===== config.mk =====
export PLATFORM = sky130hd
export DESIGN_NAME = serial_mem_slave
export DESIGN_NICKNAME = d
export VERILOG_FILES = /design/src/rtl/sm_pkg.sv /design/src/rtl/sm_bus_cond.sv /design/src/rtl/sm_addr_ctr.sv /design/src/rtl/sm_mem.sv /design/src/rtl/serial_mem_slave.sv
export SDC_FILE = /design/constraint.sdc
export NUM_CORES = 2
export LEC_CHECK = 0
export BUFFER_PORTS_ARGS = -buffer_cell sky130_fd_sc_hd__buf_2
export CAP_MARGIN = 10
export CORE_MARGIN = 4
export CORE_UTILIZATION = 25
export DETAILED_ROUTE_END_ITERATION = 8
export MAX_ROUTING_LAYER = met4
export PLACE_DENSITY = 0.38
export SLEW_MARGIN = 40
export SYNTH_ARGS = -nofsm -noshare
export SYNTH_HDL_FRONTEND = slang
export SYNTH_HIERARCHICAL = 1
export SYNTH_SLANG_ARGS = --single-unit

===== constraint.sdc =====
create_clock -name clk -period 27 [get_ports clk]
set_input_delay 2.7 -clock clk [delete_from_list [all_inputs] [get_ports clk]]
set_output_delay 2.7 -clock clk [all_outputs]
set_load 0.01 [all_outputs]

===== src/rtl/sm_pkg.sv =====
package sm_pkg;

    typedef enum logic [3:0] {
        ST_IDLE,
        ST_DEV,
        ST_DEV_ACK,
        ST_WA,
        ST_WA_ACK,
        ST_WD,
        ST_WD_ACK,
        ST_RD,
        ST_RACK,
        ST_SKIP
    } sm_state_e;

    typedef struct packed {
        logic start;
        logic stop;
        logic rise;
        logic fall;
        logic sda;
    } sm_busev_t;

    localparam int SM_BYTE_W = 8;

    function automatic logic is_ack_slot(input sm_state_e s);
        return (s == ST_DEV_ACK) || (s == ST_WA_ACK) || (s == ST_WD_ACK);
    endfunction

endpackage


===== src/rtl/sm_bus_cond.sv =====
module sm_bus_cond
    import sm_pkg::*;
#(
    parameter int SYNC = 2
) (
    input  logic      clk,
    input  logic      rst,
    input  logic      scl_i,
    input  logic      sda_i,
    output sm_busev_t ev
);
    logic [SYNC-1:0] scl_s, sda_s;
    logic            scl_p, sda_p;
    logic            scl_n, sda_n;

    always_ff @(posedge clk) begin
        if (rst) begin
            scl_s <= '1;
            sda_s <= '1;
            scl_p <= 1'b1;
            sda_p <= 1'b1;
        end else begin
            scl_s <= {scl_s[SYNC-2:0], scl_i};
            sda_s <= {sda_s[SYNC-2:0], sda_i};
            scl_p <= scl_s[SYNC-1];
            sda_p <= sda_s[SYNC-1];
        end
    end

    assign scl_n = scl_s[SYNC-1];
    assign sda_n = sda_s[SYNC-1];

    always_comb begin
        ev.start = scl_p & scl_n & sda_p & ~sda_n;
        ev.stop  = scl_p & scl_n & ~sda_p & sda_n;
        ev.rise  = ~scl_p & scl_n;
        ev.fall  = scl_p & ~scl_n;
        ev.sda   = sda_n;
    end
endmodule


===== src/rtl/sm_addr_ctr.sv =====
module sm_addr_ctr #(
    parameter int ADDR_W = 9,
    parameter int PAGE_W = 3
) (
    input  logic              clk,
    input  logic              rst,
    input  logic              ld,
    input  logic [ADDR_W-1:0] ld_val,
    input  logic              step_wr,
    input  logic              step_rd,
    output logic [ADDR_W-1:0] addr
);
    logic [PAGE_W-1:0] in_page;

    assign in_page = addr[PAGE_W-1:0] + 1'b1;

    always_ff @(posedge clk) begin
        if (rst) begin
            addr <= '0;
        end else if (ld) begin
            addr <= ld_val;
        end else if (step_wr) begin
            addr <= {addr[ADDR_W-1:PAGE_W], in_page};
        end else if (step_rd) begin
            addr <= addr + 1'b1;
        end
    end
endmodule


===== src/rtl/sm_mem.sv =====
module sm_mem #(
    parameter int ADDR_W = 9,
    parameter int DATA_W = 8
) (
    input  logic              clk,
    input  logic              we,
    input  logic [ADDR_W-1:0] addr,
    input  logic [DATA_W-1:0] wdata,
    output logic [DATA_W-1:0] rdata
);
    localparam int DEPTH = 1 << ADDR_W;

    logic [DATA_W-1:0] cells [DEPTH];

    always_ff @(posedge clk) begin
        if (we) begin
            cells[addr] <= wdata;
        end
        rdata <= cells[addr];
    end
endmodule


===== src/rtl/serial_mem_slave.sv =====
module serial_mem_slave
    import sm_pkg::*;
#(
    parameter logic [6:0] DEV_ID = 7'h50,
    parameter int         ADDR_W = 9,
    parameter int         PAGE_W = 3,
    parameter int         SYNC   = 2
) (
    input  logic clk,
    input  logic rst,
    input  logic scl_i,
    input  logic sda_i,
    output logic sda_oe
);
    localparam int HI_W  = ADDR_W - SM_BYTE_W;
    localparam int CNT_W = 4;

    sm_busev_t             ev;
    sm_state_e             st;
    logic [CNT_W-1:0]      bcnt;
    logic [SM_BYTE_W-1:0]  sh;
    logic                  rw;
    logic                  mack;
    logic [HI_W-1:0]       hi;
    logic [ADDR_W-1:0]     ctr_addr;
    logic [SM_BYTE_W-1:0]  rd_q;
    logic                  byte_done;
    logic                  id_match;
    logic                  ld, step_wr, step_rd;

    sm_bus_cond #(.SYNC(SYNC)) u_cond (
        .clk   (clk),
        .rst   (rst),
        .scl_i (scl_i),
        .sda_i (sda_i),
        .ev    (ev)
    );

    sm_addr_ctr #(.ADDR_W(ADDR_W), .PAGE_W(PAGE_W)) u_ctr (
        .clk     (clk),
        .rst     (rst),
        .ld      (ld),
        .ld_val  ({hi, sh}),
        .step_wr (step_wr),
        .step_rd (step_rd),
        .addr    (ctr_addr)
    );

    sm_mem #(.ADDR_W(ADDR_W), .DATA_W(SM_BYTE_W)) u_mem (
        .clk   (clk),
        .we    (step_wr),
        .addr  (ctr_addr),
        .wdata (sh),
        .rdata (rd_q)
    );

    assign byte_done = ev.fall && (bcnt == CNT_W'(8)) && !ev.start && !ev.stop;
    assign id_match  = (sh[7:HI_W+1] == DEV_ID[6:HI_W]);

    always_comb begin
        ld      = (st == ST_WA) && byte_done;
        step_wr = (st == ST_WD) && byte_done;
        step_rd = ((st == ST_DEV_ACK) && ev.fall && rw) ||
                  ((st == ST_RACK) && ev.fall && !mack);
    end

    always_ff @(posedge clk) begin
        if (rst) begin
            st   <= ST_IDLE;
            bcnt <= '0;
            sh   <= '0;
            rw   <= 1'b0;
            mack <= 1'b1;
            hi   <= '0;
        end else if (ev.start) begin
            st   <= ST_DEV;
            bcnt <= '0;
        end else if (ev.stop) begin
            st   <= ST_IDLE;
            bcnt <= '0;
        end else begin
            unique case (st)
                ST_DEV, ST_WA, ST_WD: begin
                    if (ev.rise) begin
                        sh   <= {sh[SM_BYTE_W-2:0], ev.sda};
                        bcnt <= bcnt + 1'b1;
                    end else if (byte_done) begin
                        bcnt <= '0;
                        if (st == ST_DEV) begin
                            if (id_match) begin
                                st <= ST_DEV_ACK;
                                rw <= sh[0];
                                hi <= sh[HI_W:1];
                            end else begin
                                st <= ST_SKIP;
                            end
                        end else if (st == ST_WA) begin
                            st <= ST_WA_ACK;
                        end else begin
                            st <= ST_WD_ACK;
                        end
                    end
                end
                ST_DEV_ACK: begin
                    if (ev.fall) begin
                        bcnt <= '0;
                        if (rw) begin
                            st <= ST_RD;
                            sh <= rd_q;
                        end else begin
                            st <= ST_WA;
                        end
                    end
                end
                ST_WA_ACK, ST_WD_ACK: begin
                    if (ev.fall) begin
                        st   <= ST_WD;
                        bcnt <= '0;
                    end
                end
                ST_RD: begin
                    if (ev.fall) begin
                        if (bcnt == CNT_W'(7)) begin
                            st   <= ST_RACK;
                            bcnt <= '0;
                        end else begin
                            sh   <= {sh[SM_BYTE_W-2:0], 1'b0};
                            bcnt <= bcnt + 1'b1;
                        end
                    end
                end
                ST_RACK: begin
                    if (ev.rise) begin
                        mack <= ev.sda;
                    end else if (ev.fall) begin
                        if (!mack) begin
                            st   <= ST_RD;
                            sh   <= rd_q;
                            bcnt <= '0;
                        end else begin
                            st <= ST_SKIP;
                        end
                    end
                end
                default: begin
                end
            endcase
        end
    end

    assign sda_oe = is_ack_slot(st) || ((st == ST_RD) && !sh[SM_BYTE_W-1]);

endmodule


# After elaboration in Yosys (flattened, before gate mapping)
# Memory sizes are Yosys's and may differ from the RTL's. A register that Yosys moved wholly into a read port is not among the register bits.
# Index checks and enable logic that the tools add are counted.
dict set report totals {
  mem_bits_rw 4096
  input_bits 4
  mem_count 1
  ff_bits 34
}
dict set report classes {
  eq_ne 34
  bitwise_logic 14
  mux 39
  addsub 3
  n_reduce_logical 35
}
# memory depth width rd rd_ports_with_merged_regs write_ports line
set mem_list {}
lappend mem_list {u_mem.cells 512 8 1 1 1 sm_mem.sv:13} ;# logic [DATA_W-1:0] cells [DEPTH];
# cell n
set op_table {}
lappend op_table {{4-bit 2-to-1 mux} 19}
lappend op_table {{8-bit 2-to-1 mux} 8}
lappend op_table {{4-bit inequality test, second input constant} 8}
lappend op_table {{8-bit one-hot mux with 4 select lines} 1}
lappend op_table {{9-bit 2-to-1 mux} 3}
lappend op_table {{2-bit inequality test, second input constant} 13}
lappend op_table {{4-bit by 3-bit == test with 1-bit output, second input constant} 5}
lappend op_table {{4-bit one-hot mux with 5 select lines} 1}
lappend op_table {{9-bit AND reduction} 2}
lappend op_table {{4-bit one-hot mux with 4 select lines} 1}
lappend op_table {{7-bit AND reduction} 2}
lappend op_table {{11-bit AND reduction} 1}
lappend op_table {{1-bit logical AND} 10}
lappend op_table {{9-bit by 1-bit adder with 9-bit output, second input constant} 1}
lappend op_table {{3-bit OR reduction} 3}
lappend op_table {{4-bit by 2-bit == test with 1-bit output, second input constant} 2}
lappend op_table {{4-bit == test, second input constant} 2}
lappend op_table {{4-bit nonzero test} 2}
lappend op_table {{1-bit bitwise AND} 7}
lappend op_table {{1-bit NOT} 7}
lappend op_table {{7-bit nonzero test} 1}
lappend op_table {{6-bit == test, second input constant} 1}
lappend op_table {{5-bit nonzero test} 1}
lappend op_table {{4-bit by 1-bit adder with 4-bit output, second input constant} 1}
lappend op_table {{14 further kinds} 23}

# Logic depth before layout (Yosys ltp)
dict set report depth {
  word_depth 11
  mapped_depth 13
  mapped_depth_nobuf 8
}

# Hierarchy
# The synthesis kept the hierarchy.
# module instances area_each_um2 cells_per_inst
set modules_own_cells {}
lappend modules_own_cells {sm_mem 1 158359.4 7575}
lappend modules_own_cells {serial_mem_slave 1 1353.8 171}
lappend modules_own_cells {sm_addr_ctr 1 515.5 61}
lappend modules_own_cells {sm_bus_cond 1 197.7 17}

# Least setup slack after synthesis
# OpenSTA, ideal clock, no wires.
dict set report synth_timing {
  kind {register to output}
  start {register sh[7]}
  end {output port sda_oe}
  t_arrival_ns 7.041
  path_slack_ns 17.259
  stages_incl_launch_ff 3
  required_ns 24.300
  cell_sequence {dfxtp_1 o22a_1 nor2_1}
}
dict set report synth_between {
  elab_chain_cells 3
}
# item line
set synth_rtl {}
lappend synth_rtl {{start: declaration} serial_mem_slave.sv:21} ;# logic [SM_BYTE_W-1:0] sh;
lappend synth_rtl {{start signal: assignment} serial_mem_slave.sv:85} ;# sh <= {sh[SM_BYTE_W-2:0], ev.sda};
lappend synth_rtl {{start signal: assignment} serial_mem_slave.sv:109} ;# sh <= rd_q;
lappend synth_rtl {{start signal: assignment} serial_mem_slave.sv:127} ;# sh <= {sh[SM_BYTE_W-2:0], 1'b0};
lappend synth_rtl {{1-bit logical NOT} serial_mem_slave.sv:151} ;# assign sda_oe = is_ack_slot(st) || ((st == ST_RD) && !sh[SM_BYTE_W-1]);
lappend synth_rtl {{1-bit logical AND} serial_mem_slave.sv:151}
lappend synth_rtl {{1-bit logical OR} serial_mem_slave.sv:151}
lappend synth_rtl {{end: declaration} serial_mem_slave.sv:13} ;# output logic sda_oe
# No other way between the ends.

==> impl_metrics.py <==
metrics = {
    "logic_synthesis": {
        "ys_seq_area_share_pct": 77.19,
        "synth-edff-count": 4096,
        "synth_ff_type": "edfxtp_1",
        "postSynth.asyncResetShare_pct": 0,
        "synthCells": 7824,
        "avgSynthCellArea_sq_um": 20.50,
        "synth.area.top_cells": "edfxtp_1 77%, mux4_2 11%, mux2i_1 2.8%, nor2_1 1.3%, a22oi_1 0.85%",
        "synth_top_area_cell": "edfxtp_1",
        "ys_types": 83,
        "yosysWarningCount": 6,
        "syn-num-nets": 7831,
        "synth_top_area_share_pct": 76.67,
        "synth-seq-cells": 4138,
        "synth_area_sq_mm": 0.1604,
        "ys_top_cells_by_count": "4096 x edfxtp_1, 816 x mux4_2, 564 x nor2_1",
        "synth_most_common_cell": "edfxtp_1",
    },
    "clocking": {
        "postCtsHoldBufs": 0,
        "cts_root_buf": "clkbuf_16",
        "clkLatencyLatePin_ns": 1.05,
        "cts.sinks": 4138,
        "cts_max_level": 5,
        "clk_path_buf_depth": 4,
        "cts_tree": "built",
        "cts_resized": 0,
        "path_clk_slew_ns": 0.06,
        "cts_buffers": 453,
        "cts_setup_buffers": 0,
    },
    "routing": {
        "routedWlPerCell_um": 31.15,
        "wirelength_mm": 529.2,
        "drc_errors": 0,
        "vias": 81410,
        "ant_nets": 0,
        "vias_per_cell": 4.792,
        "drtIter0Drc": 8417,
        "firstDrtPassIters": 7,
    },
    "critical_path": {
        "cp_num_buf_inv": 6,
        "max_stage_delay_ns": 0.74,
        "required_ns": 27.80,
        "startpoint_type": "flop",
        "critPathMaxFanout": 90,
        "slowest_stage": "nor4_1",
        "path_delay_family": "buffers and inverters",
        "critPathKind": "flop to flop",
        "worstPathCellList": "buf_4 -> buf_12 -> buf_12 -> buf_12 -> buf_4 -> buf_4 -> mux4_2 -> a22o_1 -> a221oi_1 -> a31oi_1 -> nor4_1 -> and3_1 -> nand4_1",
        "end_kind": "flop",
        "arrival_ns": 8.07,
    },
    "floorplan": {
        "die_h_um": 809.1,
        "core_area_sq_mm": 0.6383,
        "die_x_um": 809.1,
        "pin_count": 5,
        "initial_utilization_pct": 25.14,
        "die_area_sq_mm": 0.6546,
        "rows": 293,
    },
    "final_layout": {
        "final_core_util_pct": 29.40,
        "nFillCells": 62120,
        "seqCellArea_sq_mm": 0.1239,
        "multiInputGateArea_sq_mm": 0.03597,
        "nNetsFinal": 8065,
        "layout-drive-gt1-share_pct": 28.05,
        "syn_to_final_growth_pct": 16.95,
    },
    "global_route": {
        "antenna_found_initial": 36,
        "met2_usage_pct": 25.36,
        "grtUsageMet3_pct": 2.457,
        "grt_pass1_wl_mm": 721.7,
        "grt_max_degree": 157,
        "busiest_layer": "met2",
        "grtUsageMet1_pct": 22.30,
        "grt_pass1_vias": 82440,
        "grt_usage_pct": 16.13,
        "grt_overflow": 0,
    },
    "timing": {
        "final.min_clock_period_ns": 7.269,
        "hold_viol_final": 0,
        "relSlewSlack_pct": 34.01,
        "fin_crit_sh_pct": 26.92,
        "fin_ws_ns": 19.73,
        "worstMarginPinSlew_ns": 0.9898,
        "max_freq_mhz": 137.6,
        "drv_slew": 0,
        "rsz0062_at_grt": "false",
        "setup_viol": 0,
        "timing.setup.tns_ns": 0,
        "skew_ns": 0.08660,
    },
    "place": {
        "portBuffers": 4,
        "dp_hpwl_mm": 330.9,
        "pre_cts_ws_ns": 19.49,
        "gp_congestion": 0.8022,
    },
    "status": {
        "status": "finished, final reports clean",
    },
    "power": {
        "p_leak_nw": 54.95,
        "ir_drop_v": 0.00005563,
        "power_density_mw_per_mm2": 72.77,
    },
    "run": {
        "max_cap_violations": 0,
    },
    "worst_hold_path": {
        "hp-class": "flop to flop",
    },
}
## worst register-to-register path: stages, from the launching register on
cell and delay [ns]:
dfxtp_4 0.71, buf_4 0.68, buf_12 0.46, buf_12 0.59, buf_12 0.46, buf_4 0.82
buf_4 0.48, mux4_2 0.37, a22o_1 0.28, a221oi_1 0.41, a31oi_1 0.35, nor4_1 0.75
and3_1 0.44, nand4_1 0.22
## logic make-up after synthesis
group,share of synthesized area (%)
simple gates,3.077
compound gates,3.692
fa+ha+maj,0.02340
xor+xnor,0.01092
flops,77.19
buf+inv,1.651
mux,14.35
## placed cells by master (no fill, tap or decap), types with 20 or more instances in the layout
master / netlist / routed
edfxtp_1: 4096 / 4096
mux4_2: 816 / 816
clkbuf_16: 0 / 456
nor2_2: 0 / 454
mux2i_1: 444 / 441
buf_4: 58 / 200
a22oi_1: 181 / 180
o22ai_1: 120 / 120
clkinv_1: 0 / 115
nor2_1: 564 / 108
nand2_1: 139 / 108
a221oi_1: 92 / 91
clkinv_2: 0 / 85
clkbuf_1: 201 / 83
a21oi_1: 95 / 81
o21ai_0: 67 / 64
a31oi_1: 78 / 53
nand4_1: 48 / 48
a22o_1: 47 / 47
nand3_1: 57 / 45
bufinv_16: 0 / 36
a211oi_1: 38 / 35
buf_6: 26 / 31
dfxtp_1: 42 / 29
buf_12: 3 / 29
and3_1: 27 / 26
a32oi_1: 26 / 26
nand2_2: 0 / 25
nor3_1: 29 / 22
nor4_1: 40 / 20
nor2b_1: 27 / 20
a31oi_2: 0 / 20
## final timing paths
check                       start               to  slack (ns)  cells past startpoint
setup / recovery    u_ctr/addr[1]   u_mem/rdata[5]       19.73                     13
hold reg to reg   u_cond/scl_s[0]  u_cond/scl_s[1]        0.42                      1
setup reg to reg    u_ctr/addr[1]   u_mem/rdata[5]       19.73                     13
hold / removal    u_cond/scl_s[0]  u_cond/scl_s[1]        0.42                      1
## power by group
group / internal (mW) / switching (mW) / total [mW]
combinational: 0.0532 / 0.314 / 0.367
sequential: 7.23 / 0.0384 / 7.27
clock: 3.43 / 2.58 / 6.01
## sequential cells by signal, summed over array words and instances, names as in the netlist, 2 cells and up
register / cells
u_mem/cells: 4096
st: 4
u_cond/scl_s: 2
u_mem/rdata: 8
u_ctr/addr: 9
bcnt: 4
sh: 8
u_cond/sda_s: 2
## metrics by stage
step | std cells | instance area (sq um) | hold WS [ns] | total power, mW
after CTS | 16970 | 187000 | 0.4266 | 13.83
after global routing | 16980 | 187600 | 0.4575 | 14.13
after floorplan | 7824 | 160400 | 0.3832 | 7.683
final | 16990 | 187600 | 0.4159 | 13.65
after detailed placement | 16150 | 172700 | 0.4082 | 7.782
after global placement | 16120 | 171000 | 0.4102 | 7.750
## area by class of cell
class / count / area share, %
inverter: 17 / 0.03668
clock inverter: 277 / 1.330
tap: 8555 / 5.705
antenna: 12 / 0.01600
clock buffer: 541 / 6.262
sequential: 4138 / 66.03
multi-input combinational: 3172 / 19.17
timing repair buffer: 276 / 1.448
## layer usage
layer	up-vias	wire, um
li1	33260	-
met1	45100	237400
met2	2467	250500
met3	593	29790
met4	0	11500
met5	-	0
(Power assumes the default switching activity.)
